[src/rtl/cspi_pkg.sv]
package cspi_pkg;

    localparam int HDR_BITS = 16;
    localparam int ADDR_W   = 13;

    typedef enum logic [2:0] {
        ST_IDLE,
        ST_HEADER,
        ST_WRITE,
        ST_READ,
        ST_DONE
    } cspi_state_e;

    typedef struct packed {
        logic sdo_en;
        logic lsb_first;
    } cspi_cfg_t;

    // Readback keeps a mirrored copy so the byte reads the same in either order.
    function automatic logic [7:0] cfg_readback(cspi_cfg_t c);
        return {c.sdo_en, c.lsb_first, 1'b0, 2'b00, 1'b0, c.lsb_first, c.sdo_en};
    endfunction

endpackage

[src/rtl/cspi_sync.sv]
module cspi_sync #(
    parameter int STAGES = 2
) (
    input  logic clk,
    input  logic rst_n,
    input  logic csb_i,
    input  logic sclk_i,
    input  logic din_i,
    output logic csb_s,
    output logic sclk_rise,
    output logic sclk_fall,
    output logic din_s
);

    // bit 2 = chip select, bit 1 = serial clock, bit 0 = data
    logic [STAGES-1:0][2:0] pipe_q;
    logic                   sclk_d_q;
    logic                   sclk_s;

    always_ff @(posedge clk or negedge rst_n) begin
        if (!rst_n) begin
            pipe_q   <= {STAGES{3'b100}};
            sclk_d_q <= 1'b0;
        end else begin
            pipe_q[0] <= {csb_i, sclk_i, din_i};
            for (int s = 1; s < STAGES; s++) begin
                pipe_q[s] <= pipe_q[s-1];
            end
            sclk_d_q <= pipe_q[STAGES-1][1];
        end
    end

    assign csb_s     = pipe_q[STAGES-1][2];
    assign sclk_s    = pipe_q[STAGES-1][1];
    assign din_s     = pipe_q[STAGES-1][0];
    assign sclk_rise = sclk_s & ~sclk_d_q;
    assign sclk_fall = ~sclk_s & sclk_d_q;

endmodule

[src/rtl/cspi_regs.sv]
module cspi_regs
    import cspi_pkg::*;
#(
    parameter int NREG      = 8,
    parameter int GP_BASE   = 8,
    parameter int XFER_ADDR = 255
) (
    input  logic                clk,
    input  logic                rst_n,
    input  logic                wr_en,
    input  logic [ADDR_W-1:0]   wr_addr,
    input  logic [7:0]          wr_data,
    input  logic [ADDR_W-1:0]   rd_addr,
    output logic [7:0]          rd_data,
    output cspi_cfg_t           cfg,
    output logic [NREG*8-1:0]   act_o
);

    localparam logic [ADDR_W-1:0] CFG_ADDR = '0;
    localparam logic [ADDR_W-1:0] XFR_ADDR = ADDR_W'(XFER_ADDR);

    cspi_cfg_t           cfg_q;
    logic                hit_cfg;
    logic                soft_rst;
    logic                xfer;
    logic [NREG*8-1:0]   stg_flat;

    assign hit_cfg  = wr_en && (wr_addr == CFG_ADDR);
    assign soft_rst = hit_cfg && (wr_data[5] | wr_data[2]);
    assign xfer     = wr_en && (wr_addr == XFR_ADDR) && wr_data[0];

    always_ff @(posedge clk or negedge rst_n) begin
        if (!rst_n) begin
            cfg_q <= '0;
        end else if (soft_rst) begin
            cfg_q <= '0;
        end else if (hit_cfg) begin
            cfg_q.sdo_en    <= wr_data[7] | wr_data[0];
            cfg_q.lsb_first <= wr_data[6] | wr_data[1];
        end
    end

    assign cfg = cfg_q;

    for (genvar i = 0; i < NREG; i++) begin : g_reg
        logic [7:0] stg_q;
        logic [7:0] act_q;

        always_ff @(posedge clk or negedge rst_n) begin
            if (!rst_n) begin
                stg_q <= '0;
                act_q <= '0;
            end else begin
                if (soft_rst) begin
                    stg_q <= '0;
                end else if (wr_en && (wr_addr == ADDR_W'(GP_BASE + i))) begin
                    stg_q <= wr_data;
                end
                if (soft_rst) begin
                    act_q <= '0;
                end else if (xfer) begin
                    act_q <= stg_q;
                end
            end
        end

        assign stg_flat[i*8 +: 8] = stg_q;
        assign act_o[i*8 +: 8]    = act_q;
    end

    always_comb begin
        rd_data = '0;
        if (rd_addr == CFG_ADDR) begin
            rd_data = cfg_readback(cfg_q);
        end
        for (int i = 0; i < NREG; i++) begin
            if (rd_addr == ADDR_W'(GP_BASE + i)) begin
                rd_data = stg_flat[i*8 +: 8];
            end
        end
    end

    // a transfer copies the staged set, nothing else moves the active set
    assert_xfer_copy_R8: assert property (@(posedge clk) disable iff (!rst_n)
        xfer |=> (act_o == $past(stg_flat)));
    assert_act_hold_R8: assert property (@(posedge clk) disable iff (!rst_n)
        (!xfer && !soft_rst) |=> $stable(act_o));
    // soft reset clears configuration and active registers
    assert_soft_reset_R7: assert property (@(posedge clk) disable iff (!rst_n)
        soft_rst |=> (cfg_q == '0 && act_o == '0));

endmodule

[src/rtl/cspi_engine.sv]
module cspi_engine
    import cspi_pkg::*;
(
    input  logic                clk,
    input  logic                rst_n,
    input  logic                csb_s,
    input  logic                sclk_rise,
    input  logic                sclk_fall,
    input  logic                din_s,
    input  cspi_cfg_t           cfg,
    output logic                wr_en,
    output logic [ADDR_W-1:0]   wr_addr,
    output logic [7:0]          wr_data,
    output logic [ADDR_W-1:0]   rd_addr,
    input  logic [7:0]          rd_data,
    output logic                sdio_o,
    output logic                sdio_oe,
    output logic                sdo_o,
    output logic                sdo_oe
);

    localparam logic [3:0] HDR_LAST  = 4'(HDR_BITS - 1);
    localparam logic [3:0] BYTE_LAST = 4'd7;

    cspi_state_e           state_q, state_d;
    logic [3:0]            bit_cnt_q;
    logic [HDR_BITS-1:0]   hdr_q, hdr_next;
    logic [7:0]            rx_q, rx_next;
    logic [7:0]            tx_q;
    logic [ADDR_W-1:0]     addr_q, addr_step;
    logic [1:0]            left_q;
    logic                  stream_q;
    logic                  lsb_q;
    logic                  four_q;
    logic                  drive_q;
    logic                  load_q;
    logic                  out_q;
    logic                  hdr_done;
    logic                  byte_done;
    logic                  last_byte;
    logic                  in_data;

    assign hdr_next  = lsb_q ? {din_s, hdr_q[HDR_BITS-1:1]} : {hdr_q[HDR_BITS-2:0], din_s};
    assign rx_next   = lsb_q ? {din_s, rx_q[7:1]} : {rx_q[6:0], din_s};
    assign addr_step = lsb_q ? addr_q + 1'b1 : addr_q - 1'b1;
    assign in_data   = (state_q == ST_WRITE) || (state_q == ST_READ);
    assign hdr_done  = (state_q == ST_HEADER) && sclk_rise && (bit_cnt_q == HDR_LAST);
    assign byte_done = in_data && sclk_rise && (bit_cnt_q == BYTE_LAST);
    assign last_byte = !stream_q && (left_q == 2'd0);

    // state register
    always_ff @(posedge clk or negedge rst_n) begin
        if (!rst_n) state_q <= ST_IDLE;
        else        state_q <= state_d;
    end

    // transitions
    always_comb begin
        state_d = state_q;
        if (csb_s) begin
            state_d = ST_IDLE;
        end else begin
            unique case (state_q)
                ST_IDLE:   state_d = ST_HEADER;
                ST_HEADER: if (hdr_done) state_d = hdr_next[HDR_BITS-1] ? ST_READ : ST_WRITE;
                ST_WRITE:  if (byte_done && last_byte) state_d = ST_DONE;
                ST_READ:   if (byte_done && last_byte) state_d = ST_DONE;
                ST_DONE:   state_d = ST_DONE;
                default:   state_d = ST_IDLE;
            endcase
        end
    end

    // datapath
    always_ff @(posedge clk or negedge rst_n) begin
        if (!rst_n) begin
            bit_cnt_q <= '0;
            hdr_q     <= '0;
            rx_q      <= '0;
            tx_q      <= '0;
            addr_q    <= '0;
            left_q    <= '0;
            stream_q  <= 1'b0;
            lsb_q     <= 1'b0;
            four_q    <= 1'b0;
            drive_q   <= 1'b0;
            load_q    <= 1'b0;
            out_q     <= 1'b0;
        end else if (csb_s) begin
            bit_cnt_q <= '0;
            drive_q   <= 1'b0;
            load_q    <= 1'b0;
            out_q     <= 1'b0;
            lsb_q     <= cfg.lsb_first;
            four_q    <= cfg.sdo_en;
        end else begin
            load_q <= 1'b0;
            if (load_q) begin
                tx_q <= rd_data;
            end
            if (sclk_rise && (state_q == ST_HEADER || in_data)) begin
                bit_cnt_q <= (hdr_done || byte_done) ? 4'd0 : bit_cnt_q + 4'd1;
            end
            if (sclk_rise && state_q == ST_HEADER) begin
                hdr_q <= hdr_next;
                if (hdr_done) begin
                    addr_q   <= hdr_next[ADDR_W-1:0];
                    left_q   <= hdr_next[HDR_BITS-2:HDR_BITS-3];
                    stream_q <= &hdr_next[HDR_BITS-2:HDR_BITS-3];
                    if (hdr_next[HDR_BITS-1]) begin
                        drive_q <= 1'b1;
                        load_q  <= 1'b1;
                    end
                end
            end
            if (sclk_rise && state_q == ST_WRITE) begin
                rx_q <= rx_next;
            end
            if (byte_done) begin
                addr_q <= addr_step;
                if (!stream_q && left_q != 2'd0) begin
                    left_q <= left_q - 2'd1;
                end
                if (state_q == ST_READ && !last_byte) begin
                    load_q <= 1'b1;
                end
            end
            if (sclk_fall && state_q == ST_READ) begin
                out_q <= lsb_q ? tx_q[0] : tx_q[7];
                tx_q  <= lsb_q ? {1'b0, tx_q[7:1]} : {tx_q[6:0], 1'b0};
            end
        end
    end

    // outputs
    always_comb begin
        wr_en   = (state_q == ST_WRITE) && byte_done;
        wr_addr = addr_q;
        wr_data = rx_next;
        rd_addr = addr_q;
        sdio_o  = out_q;
        sdo_o   = out_q;
        sdio_oe = drive_q && !four_q;
        sdo_oe  = drive_q && four_q;
    end

    // both drivers are released once chip select is seen high
    assert_hiz_after_csb_R9: assert property (@(posedge clk) disable iff (!rst_n)
        csb_s |=> (!sdio_oe && !sdo_oe));
    // never both pads driven
    assert_single_driver_R10: assert property (@(posedge clk) disable iff (!rst_n)
        $onehot0({sdio_oe, sdo_oe}));
    // nothing commits while deselected
    assert_no_write_deselected_R11: assert property (@(posedge clk) disable iff (!rst_n)
        wr_en |-> !csb_s);
    // data phase bit counter stays within a byte
    assert_byte_bound_R2: assert property (@(posedge clk) disable iff (!rst_n)
        in_data |-> (bit_cnt_q <= BYTE_LAST));
    // no output is driven while the instruction is still arriving
    assert_no_drive_in_header_R1: assert property (@(posedge clk) disable iff (!rst_n)
        (state_q == ST_HEADER) |-> (!sdio_oe && !sdo_oe));

endmodule

[src/rtl/cspi_slave.sv]
module cspi_slave
    import cspi_pkg::*;
#(
    parameter int SYNC_STAGES = 2,
    parameter int NREG        = 8,
    parameter int GP_BASE     = 8,
    parameter int XFER_ADDR   = 255
) (
    input  logic              clk,
    input  logic              rst_n,
    input  logic              csb,
    input  logic              sclk,
    input  logic              sdio_i,
    output logic              sdio_o,
    output logic              sdio_oe,
    output logic              sdo_o,
    output logic              sdo_oe,
    output logic [NREG*8-1:0] act_o
);

    logic                csb_s;
    logic                sclk_rise;
    logic                sclk_fall;
    logic                din_s;
    cspi_cfg_t           cfg;
    logic                wr_en;
    logic [ADDR_W-1:0]   wr_addr;
    logic [7:0]          wr_data;
    logic [ADDR_W-1:0]   rd_addr;
    logic [7:0]          rd_data;

    cspi_sync #(.STAGES(SYNC_STAGES)) u_sync (
        .clk       (clk),
        .rst_n     (rst_n),
        .csb_i     (csb),
        .sclk_i    (sclk),
        .din_i     (sdio_i),
        .csb_s     (csb_s),
        .sclk_rise (sclk_rise),
        .sclk_fall (sclk_fall),
        .din_s     (din_s)
    );

    cspi_engine u_engine (
        .clk       (clk),
        .rst_n     (rst_n),
        .csb_s     (csb_s),
        .sclk_rise (sclk_rise),
        .sclk_fall (sclk_fall),
        .din_s     (din_s),
        .cfg       (cfg),
        .wr_en     (wr_en),
        .wr_addr   (wr_addr),
        .wr_data   (wr_data),
        .rd_addr   (rd_addr),
        .rd_data   (rd_data),
        .sdio_o    (sdio_o),
        .sdio_oe   (sdio_oe),
        .sdo_o     (sdo_o),
        .sdo_oe    (sdo_oe)
    );

    cspi_regs #(
        .NREG      (NREG),
        .GP_BASE   (GP_BASE),
        .XFER_ADDR (XFER_ADDR)
    ) u_regs (
        .clk     (clk),
        .rst_n   (rst_n),
        .wr_en   (wr_en),
        .wr_addr (wr_addr),
        .wr_data (wr_data),
        .rd_addr (rd_addr),
        .rd_data (rd_data),
        .cfg     (cfg),
        .act_o   (act_o)
    );

endmodule

[config.mk]
export PLATFORM = sky130hd
export DESIGN_NAME = cspi_slave
export DESIGN_NICKNAME = d
export VERILOG_FILES = /design/src/rtl/cspi_pkg.sv /design/src/rtl/cspi_sync.sv /design/src/rtl/cspi_regs.sv /design/src/rtl/cspi_engine.sv /design/src/rtl/cspi_slave.sv
export SDC_FILE = /design/constraint.sdc
export NUM_CORES = 1
export LEC_CHECK = 0
export BUFFER_PORTS_ARGS = -buffer_cell sky130_fd_sc_hd__buf_2
export CORE_AREA = 4 4 110 216
export CTS_CLUSTER_DIAMETER = 200
export DETAILED_ROUTE_END_ITERATION = 10
export DIE_AREA = 0 0 114 220
export GPL_TIMING_DRIVEN = 0
export HOLD_SLACK_MARGIN = 0.15
export PLACE_DENSITY = 0.62
export SYNTH_ARGS = -nofsm -noshare
export SYNTH_HDL_FRONTEND = slang
export SYNTH_SLANG_ARGS = --single-unit
[constraint.sdc]
create_clock -name clk -period 5.7 [get_ports clk]
set_input_delay 0.285 -clock clk [delete_from_list [all_inputs] [get_ports clk]]
set_output_delay 0.285 -clock clk [all_outputs]
set_load 0.1 [all_outputs]
---- Word level (Yosys, flattened, before mapping) ----
Index checks and enable logic that the tools add are counted.
operators by class
  eq/ne operators ......................... 17
  $lt $le $gt $ge ......................... 0
  multiply operators ...................... 0
  bitwise logic cells ..................... 8
  divide/modulo/power cells ............... 0
  shifts and indexed selects .............. 0
  add/subtract/negate cells ............... 4
  reduce and logical (&&, ||, !) cells .... 63
  muxes and demuxes ....................... 77
operators by type and width
  operator                                               count
  2-to-1 mux 8 bit                                       45
  equality test 13 x 4 -> 1 bit (second input constant)  8
  2-to-1 mux 13 bit                                      4
  nonzero test 2 bit                                     19
  logical AND 1 bit                                      26
  2-to-1 mux 16 bit                                      1
  2-to-1 mux 1 bit                                       14
  adder 13 x 1 -> 13 bit (second input constant)         1
  equality test 13 x 8 -> 1 bit (second input constant)  1
  logical NOT 13 bit                                     1
  subtractor 13 x 1 -> 13 bit (second input constant)    1
  2-to-1 mux 2 bit                                       6
  2-to-1 mux 4 bit                                       3
  one-hot mux 3 bit (4 select lines)                     1
  AND reduction 2 bit                                    5
  2-to-1 mux 3 bit                                       3
  AND reduction 3 bit                                    3
  equality test 3 x 2 -> 1 bit (second input constant)   2
  adder 4 x 1 -> 4 bit (second input constant)           1
  equality test 4 x 3 -> 1 bit (second input constant)   1
  equality test 4 bit (second input constant)            1
  equality test 3 x 1 -> 1 bit (second input constant)   1
  equality test 3 bit (second input constant)            1
  logical NOT 1 bit                                      3
  other kinds (10)                                       17
word-level totals
  memories kept ........................... 0
  input bits .............................. 5
  bits in latches ......................... 0
  bits in writable memories ............... 0
  logic and storage cells ................. 203
  bits in registers ....................... 197
  ROM bits ................................ 0
  output and inout bits ................... 68

---- Logic depth before layout (Yosys ltp) ----
Gate-level depths: netlist (run 1).
  depth after elaboration ................. 12
  gate-level depth with buffers ........... 10
  gate-level depth less buffers ........... 8

---- By module ----
From an unflattened synthesis (run 1), not the netlist that was laid out.
unflattened totals
  cell total of the unflattened synthesis .. 988
  area total of the unflattened synthesis .. 9957.0 µm²
by module, submodules not included
  module       times used  area an instance (µm²)  seq. area each (µm²)  cells each
  cspi_regs    1           6216.0                  3253.1                598
  cspi_engine  1           3548.4                  1501.4                381
  cspi_sync    1           192.7                   177.7                 9

---- Worst setup path before layout (run 1) ----
Ideal clock, no wire load.
  kind .................................... register to register
  from .................................... register u_engine.lsb_q
  to ...................................... register u_engine.addr_q[12] (netlist: u_engine.rd_addr[12])
  cell stages (with the launch flop) ...... 10
  period minus slack after synthesis ...... 2656 ps
  buffers on the path ..................... 1
  arrival ................................. 2586 ps
  setup time .............................. 71 ps
  slack ................................... 3044 ps
  data required time ...................... 5629 ps
  cells stage by stage .................... dfrtp_1 clkbuf_1 inv_1 ha_1 a21o_1 a2111o_1 a21oi_1 o21ai_0 a2111o_1 nand4_1
on the way
  longest elaborated chain between the ends .. 4
  elaborated cells between the ends (all ways) .. 5
  those cells by class .................... mux: 5
RTL lines
  element                 RTL line            source
  start, declared         cspi_engine.sv:33   logic lsb_q;
  start signal, assigned  cspi_engine.sv:94   lsb_q <= cfg.lsb_first;
  2-to-1 mux 16 bit       cspi_engine.sv:43   assign hdr_next = lsb_q ? {din_s, hdr_q[HDR_BITS-1:1]} : {hdr_q[HDR_BITS-2:0], din_s};
  2-to-1 mux 13 bit       cspi_engine.sv:106  if (hdr_done) begin
  2-to-1 mux 13 bit       cspi_engine.sv:104  if (sclk_rise && state_q == ST_HEADER) begin
  2-to-1 mux 13 bit (*)   cspi_engine.sv:119  if (byte_done) begin
  end signal, assigned    cspi_engine.sv:107  addr_q <= hdr_next[ADDR_W-1:0];
  end signal, assigned    cspi_engine.sv:120  addr_q <= addr_step;
  end, declared           cspi_engine.sv:30   logic [ADDR_W-1:0] addr_q, addr_step;
Mark *: on every way between the ends. The rest lies on a longest branch, timed or not. The select of a mux whose other input is x is not followed.
A chain may end at the register's enable or synchronous reset.

---- Worst setup path after layout (run 1) ----
  from .................................... register u_engine.state_q[2]
  to ...................................... register u_regs.g_reg[0].stg_q[5]
on the way
  longest elaborated chain between the ends .. 8
  elaborated cells between the ends (all ways) .. 11
  those cells by class .................... eq/ne: 2; mux: 1; reduce/logical: 8
RTL lines
  element                                                        RTL line                               source
  start, declared                                                cspi_engine.sv:25                      cspi_state_e state_q, state_d;
  start signal, assigned                                         cspi_engine.sv:54                      else state_q <= state_d;
  equality test 3 x 2 -> 1 bit (on tied branches)                cspi_engine.sv:46, cspi_engine.sv:137
  logical OR 1 bit                                               cspi_engine.sv:46                      assign in_data = (state_q == ST_WRITE) || (state_q == ST_READ);
  logical AND 1 bit (2 in a row)                                 cspi_engine.sv:48                      assign byte_done = in_data && sclk_rise && (bit_cnt_q == BYTE_LAST);
  logical AND 1 bit (*)                                          cspi_engine.sv:137                     wr_en = (state_q == ST_WRITE) && byte_done;
  logical AND 1 bit                                              cspi_regs.sv:28                        assign hit_cfg = wr_en && (wr_addr == CFG_ADDR);
  logical AND 1 bit                                              cspi_regs.sv:29                        assign soft_rst = hit_cfg && (wr_data[5] | wr_data[2]);
  2-to-1 mux 8 bit / nonzero test 2 bit (equally long branches)  -
  end signal, assigned                                           cspi_regs.sv:57                        stg_q <= wr_data;
  end, declared                                                  cspi_regs.sv:46                        logic [7:0] stg_q;
Mark *: on every way between the ends. The rest lies on a longest branch, timed or not.

==> results of run 1 <==
-- cells in the final DEF (no fill, tap or decap), drive strengths merged, types with 11 or more instances in the layout --
master,netlist,final
a21oi,115,115
buf,22,97
clkbuf,41,59
dfrtp,195,195
ha,13,13
inv,12,14
mux2,11,11
mux2i,95,95
nand2,34,34
nand3,29,29
nand4,14,14
nor2,216,216
nor3,16,16
o21ai,56,56
-- metrics by stage --
stage	setup WS (ps)	util	hold slack, ps	power, uW
2_1_floorplan	3040	-	-10.6	1560
3_3_place_gp	973	0.473	336	1620
3_5_place_dp	2270	0.476	336	1630
4_1_cts	2230	0.507	352	2930
5_1_grt	1940	0.507	360	3010
6_report	2250	0.507	351	2910
-- worst max-delay path, stage by stage, from the launching register on --
cell,delay (ps)
dfrtp_1,430
or3b_1,460
nor4b_1,800
clkbuf_1,510
nand4_1,350
clkbuf_1,420
nand3_1,200
o21ai_0,120
-- sequential cells by signal, summed over array words and instances, names as in the netlist, 2 cells and up --
signal and count:
u_engine.left_q 2, u_sync.pipe_q 4, u_engine.hdr_q 16, u_engine.tx_q 8, u_engine.state_q 3, u_regs.g.act_q 64, u_regs.cfg 2, u_engine.rx_q 8
u_engine.rd_addr 13, u_regs.g.stg_q 64, u_engine.bit_cnt_q 4
-- power by group --
group          internal (uW)  switching, uW
clock                    751            555
sequential              1430           31.5
combinational           44.9           88.9
-- cell usage after synthesis, types with 4 or more instances --
master / n
a211oi_1: 5
a21o_1: 8
a21oi_1: 115
a22oi_1: 7
a31oi_1: 6
and2_1: 4
buf_2: 11
buf_6: 6
clkbuf_1: 41
dfrtp_1: 195
ha_1: 13
inv_1: 12
mux2_2: 11
mux2i_1: 95
mux4_2: 4
nand2_1: 34
nand2b_1: 6
nand3_1: 29
nand4_1: 14
nor2_1: 216
nor2b_1: 6
nor3_1: 15
o211ai_1: 4
o21ai_0: 52
o21ai_1: 4
or3_1: 7
or4_1: 7
xnor2_1: 6
-- final cells by class --
type	instances	area share
plain buffers	63	0.0273
clock inverters	13	0.0178
flip-flops and latches	197	0.439
inverters	12	0.00401
multi-input cells	731	0.401
well taps	276	0.0308
clock buffers	18	0.0391
repair buffers	79	0.0410
-- metal layers --
layer | up-vias | wire length, um
met5 | - | 0
met4 | 0 | 2170
met3 | 104 | 959
met2 | 223 | 15900
met1 | 3816 | 10400
li1 | 3758 | -
-- path summary, 6_finish.rpt --
kind	start	endpoint	slack [ps]
max in group asynchronous	rst_n	u_engine.rx_q[2]	4290
min in group asynchronous	rst_n	u_regs.g_reg[3].act_q[4]	430
hold reg to reg	u_sync.pipe_q[1]	u_sync.pipe_q[4]	350
setup reg to reg	u_engine.state_q[2]	u_regs.g_reg[0].stg_q[5]	2250
setup / recovery	u_engine.state_q[2]	u_regs.g_reg[0].stg_q[5]	2250
hold / removal	u_sync.pipe_q[1]	u_sync.pipe_q[4]	350
-- logic make-up (layout without fill, tap and decap cells) --
kind of cell	after synthesis	after routing	synth area share
AND/OR/NAND/NOR	366	366	0.175
multiplexers	110	110	0.119
buffers and inverters	75	185	0.0360
adder cells (fa/ha/maj)	14	14	0.0187
XOR/XNOR	8	8	0.00717
AO/OA/AOI/OAI	233	233	0.139
flip-flops	197	197	0.505
==> summary.txt, run 1 <==
Finish
  – Share of layout cells above drive strength 1: 0.141
  – Syn-to-layout area delta: 14.9%
  – Diodes inserted: 0
  – Register area: 0.00493 mm^2
  – Filler cells: 2119
  – Final Net Count: 1120
  – Area of the multi-input gates: 0.00450 mm^2
  – Non-Filler Instances: 1389
  – Finished Cell Area: between 0.01 and 0.015 mm^2

Setup path
  – Critical-path maximum fanout: 10
  – R2R depth: 7
  – Crit path required time: ~6000 ps
  – CP endpoint kind: register
  – Critical Path AT: approximately 3800 ps
  – Worst Setup Path Type: register to register
  – Worst setup SP type: register

Place
  – Placed insts: about 1400
  – Final Wtd Congestion: 1.01
  – Placed cell area: 0.0105 mm^2
  – DP HPWL: about 22000 um
  – IO Port Bufs: 72

Routing
  – WL/cell: 21.2 um
  – ANT nets after route: 0
  – Vias per inst: 5.69
  – # DRC: 0
  – Final wirelength: 29500 um
  – 1st-iter DRT viols: 388
  – Via count: slightly below 8000
  – DR pass1 iterations: 5

Synth
  – Cell taking the most area after synthesis: dfrtp_1
  – Yosys reg bits: about 200
  – Async set-reset flop share out of synthesis: 1.00
  – Synthesized area per cell: roughly 9.7 um^2
  – Gate Count Post-Synth: ~1000
  – Yosys warns: 0
  – Post-Syn Nets: 1022
  – Post-synth top area share: 0.500
  – Number of synthesized flops with an enable pin: 0
  – Register area share after synthesis: 0.505
  – Cell variety after synth: 74
  – Main synth FF type: dfrtp_1
  – Main area contributors after synthesis: dfrtp_1, mux2i_1, nor2_1, a21oi_1, o21ai_0
  – Mapped Area: between 0.009 and 0.01 mm^2

Timing
  – Final Hold Vio Count: 0
  – Endpoints failing setup: 0
  – RSZ-0062 raised after global routing: no
  – Tcrit/Tclk final: 0.606
  – Pins Over Slew Limit: 0
  – Final min period: roughly 3500 ps
  – Clock Skew: between 10 and 15 ps
  – Slew HR: 0.0556
  – Worst-Margin Slew: 1380 ps
  – Peak Freq: around 290 MHz
  – Setup_tns: 0 ps

Global route
  – M2 GR Usage: 0.439
  – Top Usage Layer GRT: met2
  – Met1 Use GR: 0.256
  – Largest net degree at the start of global routing: about 110
  – GR Layer Usage met3: 0.0398
  – Total gr overflow: 0
  – GRT Total Usage: 0.245
  – Number of global-route vias before repair: 8178
  – First-pass GRT wire length: 46200 um
  – Initial antenna violation count: 0

Min path
  – Worst min-delay path class: register to register
  – WHS Path Cells: 0

Clock tree
  – CTS tree: yes
  – # hold bufs at CTS: 4
  – CTS H-tree depth: 4
  – Clk_lat worst skew: 450 ps
  – Postcts setup bufs: 0
  – PostCTS Resize Cnt: 0
  – Clk pin slew, worst setup/hold paths: roughly 70 ps
  – CTS buffer count: 17
  – Bufs on Longest Clock Path: 2
  – Sinks on Clock Net: 197
  – Root Buffer: clkbuf_16

Power
  – P per Cell Area: 259 mW/mm^2
  – Maximum vdd ir drop: 0.353 mV
  – Leakage power: slightly above 0.005 uW

Job
  – Max Cap Viol: 0

Floorplan
  – Initial Utilization: 0.441
  – Ports: 73
  – Die area: 0.0251 mm^2
  – DIE WIDTH: 114 um
  – Num rows: 77
  – Die H: 220 um
  – Core Footprint: 0.0222 mm^2

Status
  – Status: completed
No activity file was read; power rests on OpenSTA's default activity.
==> run 2, diff against run 1 <==
PLACE_DENSITY = 0.65   (was 0.62)
clock period = 2.9 ns   (was 5.7 ns; I/O delays follow)
==> summary.txt, run 2 (same netlist as run 1, synthesis figures left out) <==
Floorplan
  – Num rows: 77
  – Initial Utilization: 0.441
  – Die H: 220 um
  – Core Footprint: around 0.022 mm^2
  – Ports: 73
  – Die area: 0.0251 mm^2
  – DIE WIDTH: 114 um

Power
  – Clock power frac: 0.446
  – Maximum vdd ir drop: ~0.47 mV
  – Leakage power: 0.00520 uW
  – Combinational share of power: 0.047
  – NetSw: 1390 uW
  – Internal Power: 4290 uW
  – Sw Ratio: 0.245
  – Total power: about 5700 uW
  – Reg power frac: 0.507
  – P per Cell Area: approximately 500 mW/mm^2

Place
  – IO Port Bufs: 72
  – Placed cell area: 0.0106 mm^2
  – Final Wtd Congestion: 1.02
  – DP HPWL: 22100 um
  – Placed insts: 1355

Global route
  – Total gr overflow: 0
  – Number of global-route vias before repair: 8247
  – Top Usage Layer GRT: met2
  – GR Layer Usage met3: 0.0338
  – First-pass GRT wire length: 46600 um
  – Initial antenna violation count: 0
  – GRT Total Usage: 0.245
  – Met1 Use GR: 0.260
  – Largest net degree at the start of global routing: 113
  – M2 GR Usage: 0.457

Setup path
  – Worst Setup Path Type: register to register
  – CP top delay family: simple AND/OR/NAND/NOR gates
  – Crit-path cells: or4_1, buf_4, nor4_2, a22oi_1, a311oi_1, o21ai_1
  – Highest-delay cell along the critical path: nor4_2
  – Crit path required time: 3230 ps
  – Crit-path max cell delay: 760 ps
  – Worst setup SP type: register
  – CP endpoint kind: register
  – WP buf/inv: 1
  – Critical Path AT: about 3200 ps
  – Critical-path maximum fanout: 9

Job
  – Max Cap Viol: 0

Timing
  – Pins Over Slew Limit: 0
  – Final Hold Vio Count: 0
  – Final min period: 2850 ps
  – Clock Skew: 10.7 ps
  – Peak Freq: ~350 MHz
  – Slew HR: 0.0447
  – Tcrit/Tclk final: 0.982
  – Endpoints failing setup: 0
  – Worst-Margin Slew: 1390 ps
  – RSZ-0062 raised after global routing: yes

Routing
  – DR pass1 iterations: 6
  – Via count: 8072
  – # DRC: 0
  – Vias per inst: between 5 and 6
  – WL/cell: 21.5 um
  – Final wirelength: 30200 um
  – ANT nets after route: 0
  – 1st-iter DRT viols: 526

Clock tree
  – CTS H-tree depth: 4
  – Bufs on Longest Clock Path: 2
  – Root Buffer: clkbuf_16
  – CTS buffer count: 17
  – Clk pin slew, worst setup/hold paths: 80 ps
  – CTS tree: yes
  – Clk_lat worst skew: 460 ps
  – Sinks on Clock Net: 197

Finish
  – Diodes inserted: 0
  – Regs by FF count: u_regs.g.act_q: 64 flops, u_regs.g.stg_q: 64 flops, u_engine.hdr_q: 16 flops
  – Final Net Count: 1135
  – Non-Filler Instances: 1404
  – Share of layout cells above drive strength 1: 0.167
  – Commonest non-fill, non-tap cells in the layout: nor2_1, dfrtp_1, a21oi_1, mux2i_1, buf_2
  – Syn-to-layout area delta: 16.7%
  – Commonest non-fill, non-tap cell in the layout: nor2_1
  – Finished Cell Area: 0.0114 mm^2

Status
  – Status: completed

Min path
  – Worst min-delay path class: primary input to asynchronous set/reset pin
## run 2: changes by cell type in the layout (fill, tap and decap cells not counted), moves of 2 or more
cell / change
buf_4: +14
clkbuf_1: -8
clkbuf_2: +6
clkinvlp_4: +2
inv_8: +2
nor4_4: +2
## run 2: per-layer routing
layer | vias up | part of all wire
met4 | 0 | 0.052
met2 | 215 | 0.55
met5 | - | 0
met3 | 78 | 0.034
met1 | 3988 | 0.36
li1 | 3791 | -
## run 2: power groups by stage
stage / sequential (uW) / clock (uW) / combinational, uW
5_1_grt: 2890 / 2680 / 301
3_3_place_gp: 2930 / 0 / 252
3_5_place_dp: 2930 / 0 / 265
4_1_cts: 2880 / 2560 / 271
6_report: 2880 / 2530 / 266
2_1_floorplan: 2910 / 0 / 150
## run 2: cell type report
cell class / instances / area, um^2
buffer: 62 / 314
clock buffer: 17 / 425
clock inverter: 14 / 195
fill: 2116 / 10800
inverter: 12 / 48.8
multi-input combinational: 731 / 4550
sequential: 197 / 4930
tap: 276 / 345
timing repair buffer: 95 / 582
## run 2: what timing repair did
| action | in CTS | in global routing |
|---|---|---|
| gates cloned | 0 | 1 |
| hold buffers | 4 | 0 |
| resized for setup | 9 | 16 |
| hold endpoints to repair | 88 | 0 |
| setup endpoints to repair | 141 | 115 |
| pin swaps | 1 | 0 |
| buffers inserted | 9 | 5 |
## run 2: metrics by stage
| step | TNS (ps) | util | hold WS, ps | setup slack, ps |
|---|---|---|---|---|
| floorplan | 0 | - | -151 | 244 |
| global placement | -375220 | 0.473 | 250 | -1650 |
| detailed placement | -58220 | 0.476 | 194 | -573 |
| CTS | 0 | 0.511 | 311 | 12.3 |
| global route | -77.1 | 0.514 | 326 | -30.5 |
| finish | 0 | 0.514 | 286 | 52.0 |
## run 2: path summary, 6_finish.rpt
| kind | startpoint | to | slack [ps] | cells after the start |
|---|---|---|---|---|
| setup / recovery | u_engine.rd_addr[9] | u_engine.tx_q[7] | 50 | 6 |
| hold / removal | rst_n | u_regs.g_reg[2].act_q[0] | 290 | 2 |
| setup reg to reg | u_engine.rd_addr[9] | u_engine.tx_q[7] | 50 | 6 |
| hold reg to reg | u_sync.pipe_q[1] | u_sync.pipe_q[4] | 360 | 0 |
| max in group asynchronous | rst_n | u_regs.g_reg[6].stg_q[0] | 1570 | 3 |
| min in group clk | sclk | u_sync.pipe_q[1] | 320 | 2 |
## run 2: worst reg2reg max path, cell delays in order (launching register included)
cell and delay (ps):
dfrtp_1 410, or4_1 560, buf_4 210, nor4_2 760, a22oi_1 160, a311oi_1 530
o21ai_1 100
